[src/rtl/mdio_mgmt_pkg.sv]
package mdio_mgmt_pkg;

    localparam int ADDR_W    = 5;
    localparam int DATA_W    = 16;
    localparam int PRE_LEN   = 32;
    localparam int FRAME_LEN = PRE_LEN + 4 + 2 * ADDR_W + 2 + DATA_W;
    localparam int TA_IDX    = FRAME_LEN - DATA_W - 2;
    localparam int DATA_IDX  = FRAME_LEN - DATA_W;
    localparam int IDX_W     = $clog2(FRAME_LEN);

    localparam int CFG_ABORT_BIT = 31;
    localparam int CMD_READ_BIT  = 0;
    localparam int ADDR_PHY_LSB  = 8;
    localparam int IND_BUSY_BIT  = 0;
    localparam int IND_NV_BIT    = 1;

    typedef enum logic [2:0] {
        SEL_CFG   = 3'd0,
        SEL_CMD   = 3'd1,
        SEL_ADDR  = 3'd2,
        SEL_WDATA = 3'd3,
        SEL_RDATA = 3'd4,
        SEL_IND   = 3'd5
    } reg_sel_e;

    typedef enum logic [1:0] {
        OP_WRITE = 2'b01,
        OP_READ  = 2'b10
    } mdio_op_e;

    typedef struct packed {
        logic              is_read;
        logic [ADDR_W-1:0] phy;
        logic [ADDR_W-1:0] regn;
        logic [DATA_W-1:0] data;
    } mdio_req_t;

    // Whole serial frame, first bit on the wire in the MSB.
    function automatic logic [FRAME_LEN-1:0] build_frame(input mdio_req_t r);
        logic [1:0]        op;
        logic [1:0]        ta;
        logic [DATA_W-1:0] payload;
        op      = r.is_read ? OP_READ : OP_WRITE;
        ta      = r.is_read ? 2'b11 : 2'b10;
        payload = r.is_read ? '0 : r.data;
        return {{PRE_LEN{1'b1}}, 2'b01, op, r.phy, r.regn, ta, payload};
    endfunction

endpackage

[src/rtl/mdio_mdc_gen.sv]
module mdio_mdc_gen #(
    parameter int DIV_W = 3
) (
    input  logic             clk,
    input  logic             rst,
    input  logic             run,
    input  logic [DIV_W-1:0] div,
    output logic             mdc,
    output logic             rise_tick,
    output logic             fall_tick
);
    logic [DIV_W-1:0] cnt_q;
    logic             mdc_q;
    logic             tick;

    assign tick      = run && (cnt_q == div);
    assign rise_tick = tick && !mdc_q;
    assign fall_tick = tick && mdc_q;
    assign mdc       = mdc_q;

    always_ff @(posedge clk) begin
        if (rst || !run) begin
            cnt_q <= '0;
            mdc_q <= 1'b0;
        end else if (tick) begin
            cnt_q <= '0;
            mdc_q <= ~mdc_q;
        end else begin
            cnt_q <= cnt_q + 1'b1;
        end
    end

    AST_MDC_LOW_IDLE: assert property (@(posedge clk) disable iff (rst)
        !run |=> !mdc);

    AST_MDC_HALF_HOLD: assert property (@(posedge clk) disable iff (rst)
        run && !rise_tick && !fall_tick |=> $stable(mdc));

endmodule

[src/rtl/mdio_frame_seq.sv]
module mdio_frame_seq
    import mdio_mgmt_pkg::*;
#(
    parameter int DIV_W = 3
) (
    input  logic              clk,
    input  logic              rst,
    input  logic              abort,
    input  logic              start,
    input  mdio_req_t         req,
    input  logic [DIV_W-1:0]  div,
    input  logic              mdio_i,
    output logic              busy,
    output logic              finish,
    output logic [DATA_W-1:0] rd_data,
    output logic              mdc,
    output logic              mdio_o,
    output logic              mdio_oe
);
    logic                 busy_q;
    logic                 rd_q;
    logic [IDX_W-1:0]     idx_q;
    logic [FRAME_LEN-1:0] sh_q;
    logic [DATA_W-1:0]    cap_q;
    logic                 rise_tick;
    logic                 fall_tick;
    logic                 last_bit;

    mdio_mdc_gen #(.DIV_W(DIV_W)) u_mdc (
        .clk       (clk),
        .rst       (rst),
        .run       (busy_q),
        .div       (div),
        .mdc       (mdc),
        .rise_tick (rise_tick),
        .fall_tick (fall_tick)
    );

    assign last_bit = (idx_q == IDX_W'(FRAME_LEN - 1));
    assign finish   = busy_q && fall_tick && last_bit;
    assign busy     = busy_q;
    assign rd_data  = cap_q;
    assign mdio_o   = busy_q && sh_q[FRAME_LEN-1];
    assign mdio_oe  = busy_q && (!rd_q || (idx_q < IDX_W'(TA_IDX)));

    always_ff @(posedge clk) begin
        if (rst || abort) begin
            busy_q <= 1'b0;
            rd_q   <= 1'b0;
            idx_q  <= '0;
            sh_q   <= '0;
            if (rst) cap_q <= '0;
        end else if (!busy_q) begin
            if (start) begin
                busy_q <= 1'b1;
                rd_q   <= req.is_read;
                idx_q  <= '0;
                sh_q   <= build_frame(req);
            end
        end else begin
            if (rise_tick && rd_q && (idx_q >= IDX_W'(DATA_IDX)))
                cap_q <= {cap_q[DATA_W-2:0], mdio_i};
            if (fall_tick) begin
                if (last_bit) begin
                    busy_q <= 1'b0;
                end else begin
                    idx_q <= idx_q + 1'b1;
                    sh_q  <= sh_q << 1;
                end
            end
        end
    end

    AST_FRAME_FULL: assert property (@(posedge clk) disable iff (rst)
        $fell(busy_q) && !$past(abort) && !$past(rst)
            |-> $past(idx_q) == IDX_W'(FRAME_LEN - 1));

    AST_DATA_ON_FALL: assert property (@(posedge clk) disable iff (rst)
        busy_q && $past(busy_q) && mdc && $past(mdc) |-> $stable(mdio_o));

endmodule

[src/rtl/mdio_host_regs.sv]
module mdio_host_regs
    import mdio_mgmt_pkg::*;
#(
    parameter int               DIV_W     = 3,
    parameter logic [DIV_W-1:0] DIV_RESET = '1
) (
    input  logic              clk,
    input  logic              rst,
    input  logic              wr,
    input  logic [2:0]        sel,
    input  logic [31:0]       wdata,
    input  logic              busy,
    input  logic              finish,
    input  logic [DATA_W-1:0] rd_data,
    output logic [31:0]       rdata,
    output logic              start,
    output mdio_req_t         req,
    output logic              abort,
    output logic [DIV_W-1:0]  div,
    output logic              nv
);
    logic [DIV_W-1:0]  div_q;
    logic              cmd_q;
    logic [ADDR_W-1:0] phy_q;
    logic [ADDR_W-1:0] regn_q;
    logic [DATA_W-1:0] wd_q;
    logic [DATA_W-1:0] st_q;
    logic              nv_q;
    logic              wr_cfg, wr_cmd, wr_addr, wr_wd;
    logic              start_wr, start_rd;
    logic              unused_wdata_bits;

    assign wr_cfg  = wr && (sel == SEL_CFG);
    assign wr_cmd  = wr && (sel == SEL_CMD);
    assign wr_addr = wr && (sel == SEL_ADDR);
    assign wr_wd   = wr && (sel == SEL_WDATA);

    assign abort    = wr_cfg && wdata[CFG_ABORT_BIT];
    assign start_wr = wr_wd && !busy;
    assign start_rd = wr_cmd && wdata[CMD_READ_BIT] && !cmd_q && !busy;
    assign start    = start_wr || start_rd;
    assign div      = div_q;
    assign nv       = nv_q;

    assign unused_wdata_bits = ^wdata[30:16];

    always_comb begin
        req.is_read = start_rd;
        req.phy     = phy_q;
        req.regn    = regn_q;
        req.data    = wdata[DATA_W-1:0];
    end

    always_ff @(posedge clk) begin
        if (rst) begin
            div_q  <= DIV_RESET;
            cmd_q  <= 1'b0;
            phy_q  <= '0;
            regn_q <= '0;
            wd_q   <= '0;
            st_q   <= '0;
            nv_q   <= 1'b0;
        end else begin
            if (wr_cfg)
                div_q <= abort ? DIV_RESET : wdata[DIV_W-1:0];
            if (wr_cmd)
                cmd_q <= wdata[CMD_READ_BIT];
            if (wr_addr) begin
                phy_q  <= wdata[ADDR_PHY_LSB +: ADDR_W];
                regn_q <= wdata[ADDR_W-1:0];
            end
            if (start_wr)
                wd_q <= wdata[DATA_W-1:0];
            if (abort) begin
                nv_q <= 1'b0;
            end else if (start_rd) begin
                nv_q <= 1'b1;
            end else if (finish && nv_q) begin
                st_q <= rd_data;
                nv_q <= 1'b0;
            end
        end
    end

    always_comb begin
        rdata = '0;
        case (sel)
            SEL_CFG:   rdata = 32'(div_q);
            SEL_CMD:   rdata = 32'(cmd_q);
            SEL_ADDR:  rdata = (32'(phy_q) << ADDR_PHY_LSB) | 32'(regn_q);
            SEL_WDATA: rdata = 32'(wd_q);
            SEL_RDATA: rdata = 32'(st_q);
            SEL_IND: begin
                rdata[IND_BUSY_BIT] = busy;
                rdata[IND_NV_BIT]   = nv_q;
            end
            default:   rdata = '0;
        endcase
    end

    AST_NV_WITHIN_BUSY: assert property (@(posedge clk) disable iff (rst)
        nv_q |-> busy);

    AST_WDATA_LOCKED: assert property (@(posedge clk) disable iff (rst)
        busy && wr_wd |=> $stable(wd_q));

    AST_ABORT_IDLE: assert property (@(posedge clk) disable iff (rst)
        abort |=> !busy && !nv_q);

endmodule

[src/rtl/mdio_mgmt_master.sv]
module mdio_mgmt_master
    import mdio_mgmt_pkg::*;
#(
    parameter int               DIV_W     = 3,
    parameter logic [DIV_W-1:0] DIV_RESET = '1
) (
    input  logic        clk,
    input  logic        rst,
    input  logic        host_wr,
    input  logic [2:0]  host_sel,
    input  logic [31:0] host_wdata,
    output logic [31:0] host_rdata,
    output logic        mdc,
    output logic        mdio_o,
    output logic        mdio_oe,
    input  logic        mdio_i
);
    logic              busy;
    logic              finish;
    logic [DATA_W-1:0] rd_data;
    logic              start;
    mdio_req_t         req;
    logic              abort;
    logic [DIV_W-1:0]  div;
    logic              nv;

    mdio_host_regs #(.DIV_W(DIV_W), .DIV_RESET(DIV_RESET)) u_regs (
        .clk     (clk),
        .rst     (rst),
        .wr      (host_wr),
        .sel     (host_sel),
        .wdata   (host_wdata),
        .busy    (busy),
        .finish  (finish),
        .rd_data (rd_data),
        .rdata   (host_rdata),
        .start   (start),
        .req     (req),
        .abort   (abort),
        .div     (div),
        .nv      (nv)
    );

    mdio_frame_seq #(.DIV_W(DIV_W)) u_seq (
        .clk     (clk),
        .rst     (rst),
        .abort   (abort),
        .start   (start),
        .req     (req),
        .div     (div),
        .mdio_i  (mdio_i),
        .busy    (busy),
        .finish  (finish),
        .rd_data (rd_data),
        .mdc     (mdc),
        .mdio_o  (mdio_o),
        .mdio_oe (mdio_oe)
    );

    AST_WRITE_DRIVES: assert property (@(posedge clk) disable iff (rst)
        busy && !nv |-> mdio_oe);

    AST_IDLE_RELEASED: assert property (@(posedge clk) disable iff (rst)
        !busy |-> !mdio_oe);

endmodule

[config.mk]
export PLATFORM = sky130hd
export DESIGN_NAME = mdio_mgmt_master
export DESIGN_NICKNAME = d
export VERILOG_FILES = /design/src/rtl/mdio_mgmt_pkg.sv /design/src/rtl/mdio_mdc_gen.sv /design/src/rtl/mdio_frame_seq.sv /design/src/rtl/mdio_host_regs.sv /design/src/rtl/mdio_mgmt_master.sv
export SDC_FILE = /design/constraint.sdc
export NUM_CORES = 1
export LEC_CHECK = 0
export ABC_CLOCK_PERIOD_IN_PS = 2100
export BUFFER_PORTS_ARGS = -buffer_cell sky130_fd_sc_hd__buf_2
export CAP_MARGIN = 10
export CORE_AREA = 2 2 107 109
export CTS_BUF_LIST = sky130_fd_sc_hd__clkbuf_4
export CTS_CLUSTER_DIAMETER = 150
export DETAILED_ROUTE_END_ITERATION = 8
export DIE_AREA = 0 0 109 111
export GPL_TIMING_DRIVEN = 0
export HOLD_SLACK_MARGIN = 0.1
export PLACE_DENSITY = 0.89
export SLEW_MARGIN = 5
export SYNTH_ARGS = -nofsm -noshare
export SYNTH_HDL_FRONTEND = slang
export SYNTH_SLANG_ARGS = --single-unit
[constraint.sdc]
create_clock -name clk -period 2.1 [get_ports clk]
set_input_delay 0.21 -clock clk [delete_from_list [all_inputs] [get_ports clk]]
set_output_delay 0.21 -clock clk [all_outputs]
set_load 0.005 [all_outputs]
==> results.sh, run 1 <==
export IMPL_worstPathMaxFanout=10
export IMPL_clock_skew_ns=0.0212
export IMPL_period_share_pct=94.8
export IMPL_vias=5678
export IMPL_dr_max_layer_used="met4"
export IMPL_die_x_um=109
export IMPL_final_cell_mix="dfxtp_1, mux2i_1, nand2_1, buf_2, o21ai_0"
export IMPL_rrSetupSlack_ns=0.11
export IMPL_peakVddDrop_v=0.000640
export IMPL_synth_edf_count=16
export IMPL_core_area_um2=11100
export IMPL_cp_start_kind="flop"
export IMPL_grt_max_degree=17
export IMPL_end_kind="flop"
export IMPL_hold_viol_final=0
export IMPL_async_flop_share_pct=0
export IMPL_maxSlewHeadroom_pct=58.7
export IMPL_fin_crit_ns=1.99
export IMPL_synth_seq_cells=139
export IMPL_p_per_area_nw_per_um2=689
export IMPL_slew_viol_final=0
export IMPL_tightest_slew_ns=0.619
export IMPL_drtPass1Iterations=6
export IMPL_cts_made_buffers=17
export IMPL_yosysWarningCount=0
export IMPL_synth_avg_cell_area_um2=9.64
export IMPL_utilization_pct=67.6
export IMPL_p_leak_nw=3.02
export IMPL_clk_path_buf_depth=2
export IMPL_instances_no_fill=926
export IMPL_synth_area_um2=6520
export IMPL_rsz0062_at_grt="no"
export IMPL_grt_use_total_pct=29.1
export IMPL_grt_pass1_vias=5518
export IMPL_slowest_stage="buf_1"
export IMPL_wl_met3_um=1260
export IMPL_hold_path_class="input pin to flop"
export IMPL_h_tree_depth=4
export IMPL_cts_root_buf="clkbuf_4"
export IMPL_met1_length_um=6870
export IMPL_drive_above_1_share_pct=18.5
export IMPL_start_util_pct=58.9
export IMPL_synth_seq_area_share_pct=45.1
export IMPL_dieHeight_um=111
export IMPL_gp_congestion=0.966
export IMPL_final_common_cell="dfxtp_1"
export IMPL_status="completed"
export IMPL_syn_inst=677
export IMPL_crit_arrival_ns=2.43
export IMPL_tritoncts="yes"
export IMPL_io_pins=74
export IMPL_clkTransAtPathRegs_ns=0.13
export IMPL_fmax_mhz=502
export IMPL_portBuffers=41
export IMPL_path_cells="ha_1, and3_2, nand3_4, a21boi_2, buf_1, o31ai_1"
export IMPL_drv_cap=0
export IMPL_crit_type="flop to flop"
export IMPL_die_area_um2=12100
export IMPL_dp_hpwl_um=12000
export IMPL_drc=0
export IMPL_dp_cells=876
export IMPL_cts_sinks=139
export IMPL_final_nets=811
export IMPL_critical_path_max_stage_delay_ns=0.42
export IMPL_antenna_left=0
export IMPL_drtIter0Drc=568
export IMPL_setup_viol=0
export IMPL_crit_required_ns=2.54
export IMPL_synth_top_flop_cell="dfxtp_1"
export IMPL_clock_latency_ns=0.57
export IMPL_routed_wl_um=17000
export IMPL_grt_pass1_wl_um=27300
export IMPL_wire_per_inst_um=18.4
export IMPL_area_growth_pct=14.7
export IMPL_synth_cell_types=50
export IMPL_wl_met2_um=8310
export IMPL_viasPerCell=6.13
export IMPL_rows=39
export IMPL_n_antenna_cell=0
export IMPL_antenna_found_initial=0
export IMPL_grt_ovfl_total=0
## worst paths after layout
check                              startpoint                     endpoint  cells after the start
setup / recovery  u_seq.idx_q[0]$_SDFFE_PP0P_  u_seq.sh_q[24]$_SDFFE_PP0P_                      6
hold / removal                    host_sel[2]      u_seq.rd_q$_SDFFE_PP0P_                      4
setup reg to reg  u_seq.idx_q[0]$_SDFFE_PP0P_  u_seq.sh_q[24]$_SDFFE_PP0P_                      6
hold reg to reg   u_seq.sh_q[54]$_SDFFE_PP0P_  u_seq.sh_q[54]$_SDFFE_PP0P_                      2
## cell families after synthesis
group	count (synthesis)	share of synthesized area (%)
compound gates	189	19.9
xor+xnor	5	0.671
fa+ha+maj	2	0.384
buf+inv	85	7.58
flops	139	45.1
mux	86	13.2
other cells	1	0.0575
simple gates	170	13.1
## Yosys cell counts (all sizes together), types with 6 or more instances
| cell | count | share of area [%] |
|---|---|---|
| dfxtp | 123 | 38 |
| mux2i | 84 | 13 |
| nand2 | 76 | 4.4 |
| buf | 51 | 5.6 |
| o21ai | 46 | 3.6 |
| a21oi | 35 | 2.7 |
| clkbuf | 31 | 1.8 |
| o2111ai | 27 | 3.6 |
| o31ai | 27 | 3.1 |
| nand4 | 21 | 2.0 |
| nor2 | 21 | 1.2 |
| and2 | 20 | 1.9 |
| edfxtp | 16 | 7.4 |
| o41ai | 16 | 2.1 |
| a22oi | 10 | 1.2 |
| nor2b | 9 | 0.90 |
| nand3 | 8 | 0.81 |
| o211ai | 8 | 1.0 |
| a22o | 6 | 0.81 |
| a31oi | 6 | 0.58 |
## flip-flops by register name, indices dropped and copies added (netlist names)
register	count
u_seq.sh_q	64
u_regs.st_q	16
u_seq.u_mdc.mdc	1
u_regs.phy_q	5
u_regs.nv	1
u_regs.cmd_q	1
u_seq.rd_q	1
u_regs.wd_q	16
u_seq.rd_data	16
u_seq.busy	1
u_seq.u_mdc.cnt_q	3
u_regs.div	3
u_regs.regn_q	5
u_seq.idx_q	6
## routing by layer
metal | vias to the layer above | global-route usage (%)
li1 | 2665 | -
met1 | 2679 | 35.8
met2 | 274 | 46.7
met3 | 60 | 8.17
met4 | 0 | 13.9
met5 | - | 0
## critical path, delay by kind of cell, from the launching register on
kind,cells,cell delay [ns]
simple gates,2,0.43
compound gates,2,0.38
flops,1,0.41
buf+inv,1,0.42
fa+ha+maj,1,0.21
## timing repair
item | in CTS | in global routing
hold endpoints to repair | 47 | 0
gates resized for setup | 7 | 13
pin swaps | 0 | 1
setup buffers | 0 | 1
endpoints found under the setup margin | 19 | 68
hold buffers | 18 | 0
## final cells by class
class / instances / area (µm²)
Buffer: 81 / 488
Clock buffer: 17 / 128
Sequential cell: 139 / 2950
Inverter: 3 / 12.5
Tap cell: 143 / 179
Timing Repair Buffer: 60 / 393
Multi-Input combinational cell: 468 / 3160
Clock inverter: 15 / 174
Fill cell: 806 / 3590
## through the flow
| stage | hold WS, ns | setup TNS, ns | setup slack, ns | cell area [µm²] | power, mW |
|---|---|---|---|---|---|
| floorplan | 0.338 | 0 | 0.249 | 6580 | 3.17 |
| global placement | 0.441 | 0 | 0.00608 | 6960 | 3.29 |
| detailed placement | 0.451 | -0.998 | -0.0631 | 6960 | 3.31 |
| CTS | 0.112 | -0.0152 | -0.0152 | 7460 | 5.14 |
| global route | 0.131 | 0 | 0.0196 | 7480 | 5.32 |
| finish | 0.140 | 0 | 0.109 | 7480 | 5.16 |
## power by group
group,leakage [nW],total [mW],switching (mW),internal [mW]
Sequential,1.16,2.81,0.0460,2.76
Combinational,1.70,0.489,0.288,0.201
Clock,0.164,1.86,1.04,0.825
Total,3.02,5.16,1.37,3.79
Note: power is estimated with default switching activity, not from simulation.
==> inputs of run 2 (changes only) <==
==> constraint.sdc (replaced) <==
create_clock -name clk -period 2.1 [get_ports clk]
set_input_delay 0.105 -clock clk [delete_from_list [all_inputs] [get_ports clk]]
set_output_delay 0.105 -clock clk [all_outputs]
set_load 0.005 [all_outputs]
==> run 2 against run 1 <==
  * Hold slack better by 0.14 ns
  * Clock skew rose by 0.0023 ns
  * Total power is essentially flat
  * Count of clock-buffer cells in the layout stayed put
  * Final cell count rose by 0.32%
  * Flip-flop and latch count stayed put
  * Critical endpoint is now mdio_oe
  * Largest cell class unchanged
==> results.sh, run 2 (synthesized netlist as in run 1, its figures left out) <==
export IMPL_final_nets=814
export IMPL_n_antenna_cell=0
export IMPL_tritoncts="yes"
export IMPL_gp_congestion=0.966
export IMPL_tightest_slew_ns=0.588
export IMPL_setup_viol=0
export IMPL_fillers=794
export IMPL_crit_required_ns=2.00
export IMPL_period_share_pct=93.3
export IMPL_drtIter0Drc=621
export IMPL_grt_pass1_vias=5573
export IMPL_crit_arrival_ns=1.85
export IMPL_clock_latency_ns=0.55
export IMPL_clk_path_buf_depth=2
export IMPL_dieHeight_um=111
export IMPL_core_area_um2=11100
export IMPL_slew_viol_final=0
export IMPL_grt_use_total_pct=29.3
export IMPL_end_kind="primary output"
export IMPL_dpl_worst_slack_ns=-0.0631
export IMPL_dp_hpwl_um=12000
export IMPL_final_seq_area_um2=2950
export IMPL_utilization_pct=67.9
export IMPL_wire_per_inst_um=18.2
export IMPL_cp_start_kind="flop"
export IMPL_portBuffers=41
export IMPL_drtPass1Iterations=5
export IMPL_viasPerCell=6.10
export IMPL_status="completed"
export IMPL_rrSetupSlack_ns=0.14
export IMPL_maxSlewHeadroom_pct=60.8
export IMPL_clock_skew_ns=0.0235
export IMPL_vias=5670
export IMPL_holdCritStartpoint="host_sel[1]"
export IMPL_crit_type="flop to primary output"
export IMPL_rows=39
export IMPL_fin_crit_ns=1.96
export IMPL_start_util_pct=58.9
export IMPL_die_area_um2=12100
export IMPL_clkTransAtPathRegs_ns=0.14
export IMPL_grt_ovfl_total=0
export IMPL_cts_root_buf="clkbuf_4"
export IMPL_cp_startpoint="u_seq.busy$_SDFF_PP0_"
export IMPL_r2r_start="u_seq.idx_q[0]$_SDFFE_PP0P_"
export IMPL_hold_path_class="input pin to flop"
export IMPL_fmax_mhz=510
export IMPL_multi_input_area_um2=3160
export IMPL_cts_sinks=139
export IMPL_total_power_mw=5.16
export IMPL_h_tree_depth=4
export IMPL_hold_depth=5
export IMPL_antenna_found_initial=0
export IMPL_routed_wl_um=16900
export IMPL_largest_reg_flops=64
export IMPL_io_pins=74
export IMPL_hold_viol_final=0
export IMPL_area_growth_pct=15.3
export IMPL_p_per_area_nw_per_um2=686
export IMPL_r2r_end="u_seq.sh_q[62]$_SDFFE_PP0P_"
export IMPL_reg2regPathDepth=7
export IMPL_p_leak_nw=3.04
export IMPL_hold_slack_ns=0.276
export IMPL_die_x_um=109
export IMPL_grt_pass1_wl_um=27600
export IMPL_antenna_left=0
export IMPL_drv_cap=0
export IMPL_drc=0
export IMPL_final_common_cell="dfxtp_1"
export IMPL_drive_above_1_share_pct=18.4
export IMPL_final_cell_mix="dfxtp_1, mux2i_1, nand2_1, buf_2, o21ai_0"
export IMPL_grt_max_degree=17
export IMPL_rsz0062_at_grt="no"
export IMPL_min_delay_worst_endpoint="u_seq.rd_q$_SDFFE_PP0P_"
export IMPL_worstPathMaxFanout=10
export IMPL_regMostFlops="u_seq.sh_q"
export IMPL_peakVddDrop_v=0.000638
export IMPL_cts_made_buffers=17
export IMPL_setup_ws_ns=0.141
run 2: cell type report:
type,count,share of cell area (%)
well taps,143,2.38
repair buffers,64,5.79
inverters,3,0.200
multi-input cells,468,42.0
clock inverters,15,2.31
flip-flops and latches,139,39.2
clock buffers,17,1.70
plain buffers,80,6.40
run 2: per-layer routing:
layer / routed length (µm) / track usage [%]
met1: 6670 / 36.1
met2: 8300 / 46.9
met3: 1350 / 8.35
met4: 592 / 13.9
met5: 0 / 0
run 2: critical path: stages, from the launching register on:
cell        delay [ns]
dfxtp_2           0.44
clkinvlp_4        0.22
clkbuf_1          0.26
a31oi_1           0.23
buf_2             0.15
run 2: what timing repair did:
action | CTS | global route
setup buffers | 0 | 0
hold buffers | 23 | 0
hold endpoints to repair | 52 | 0
setup endpoints to repair | 19 | 67
gates resized for setup | 5 | 13
run 2: report_power, final:
part	total, mW	leakage [nW]	internal, mW	switching [mW]
Clock	1.86	0.164	0.826	1.03
Combinational	0.492	1.72	0.206	0.286
Sequential	2.81	1.16	2.76	0.0461
run 2: through the flow:
step	area, µm²	cells	TNS, ns
global placement	6960	876	0
finish	7520	929	0
detailed placement	6960	876	-0.998
CTS	7500	931	0
floorplan	6580	692	0
global route	7520	929	0
run 2: worst max-delay path by stage:
stage                                      endpoint  cells past startpoint
global placement    u_seq.rd_data[11]$_SDFFCE_PP0P_                      4
detailed placement  u_seq.rd_data[10]$_SDFFCE_PP0P_                      4
CTS                     u_regs.st_q[5]$_SDFFE_PP0P_                      6
finish                                      mdio_oe                      4
floorplan            u_seq.rd_data[0]$_SDFFCE_PP0P_                      4
global route            u_regs.st_q[1]$_SDFFE_PP0P_                      5
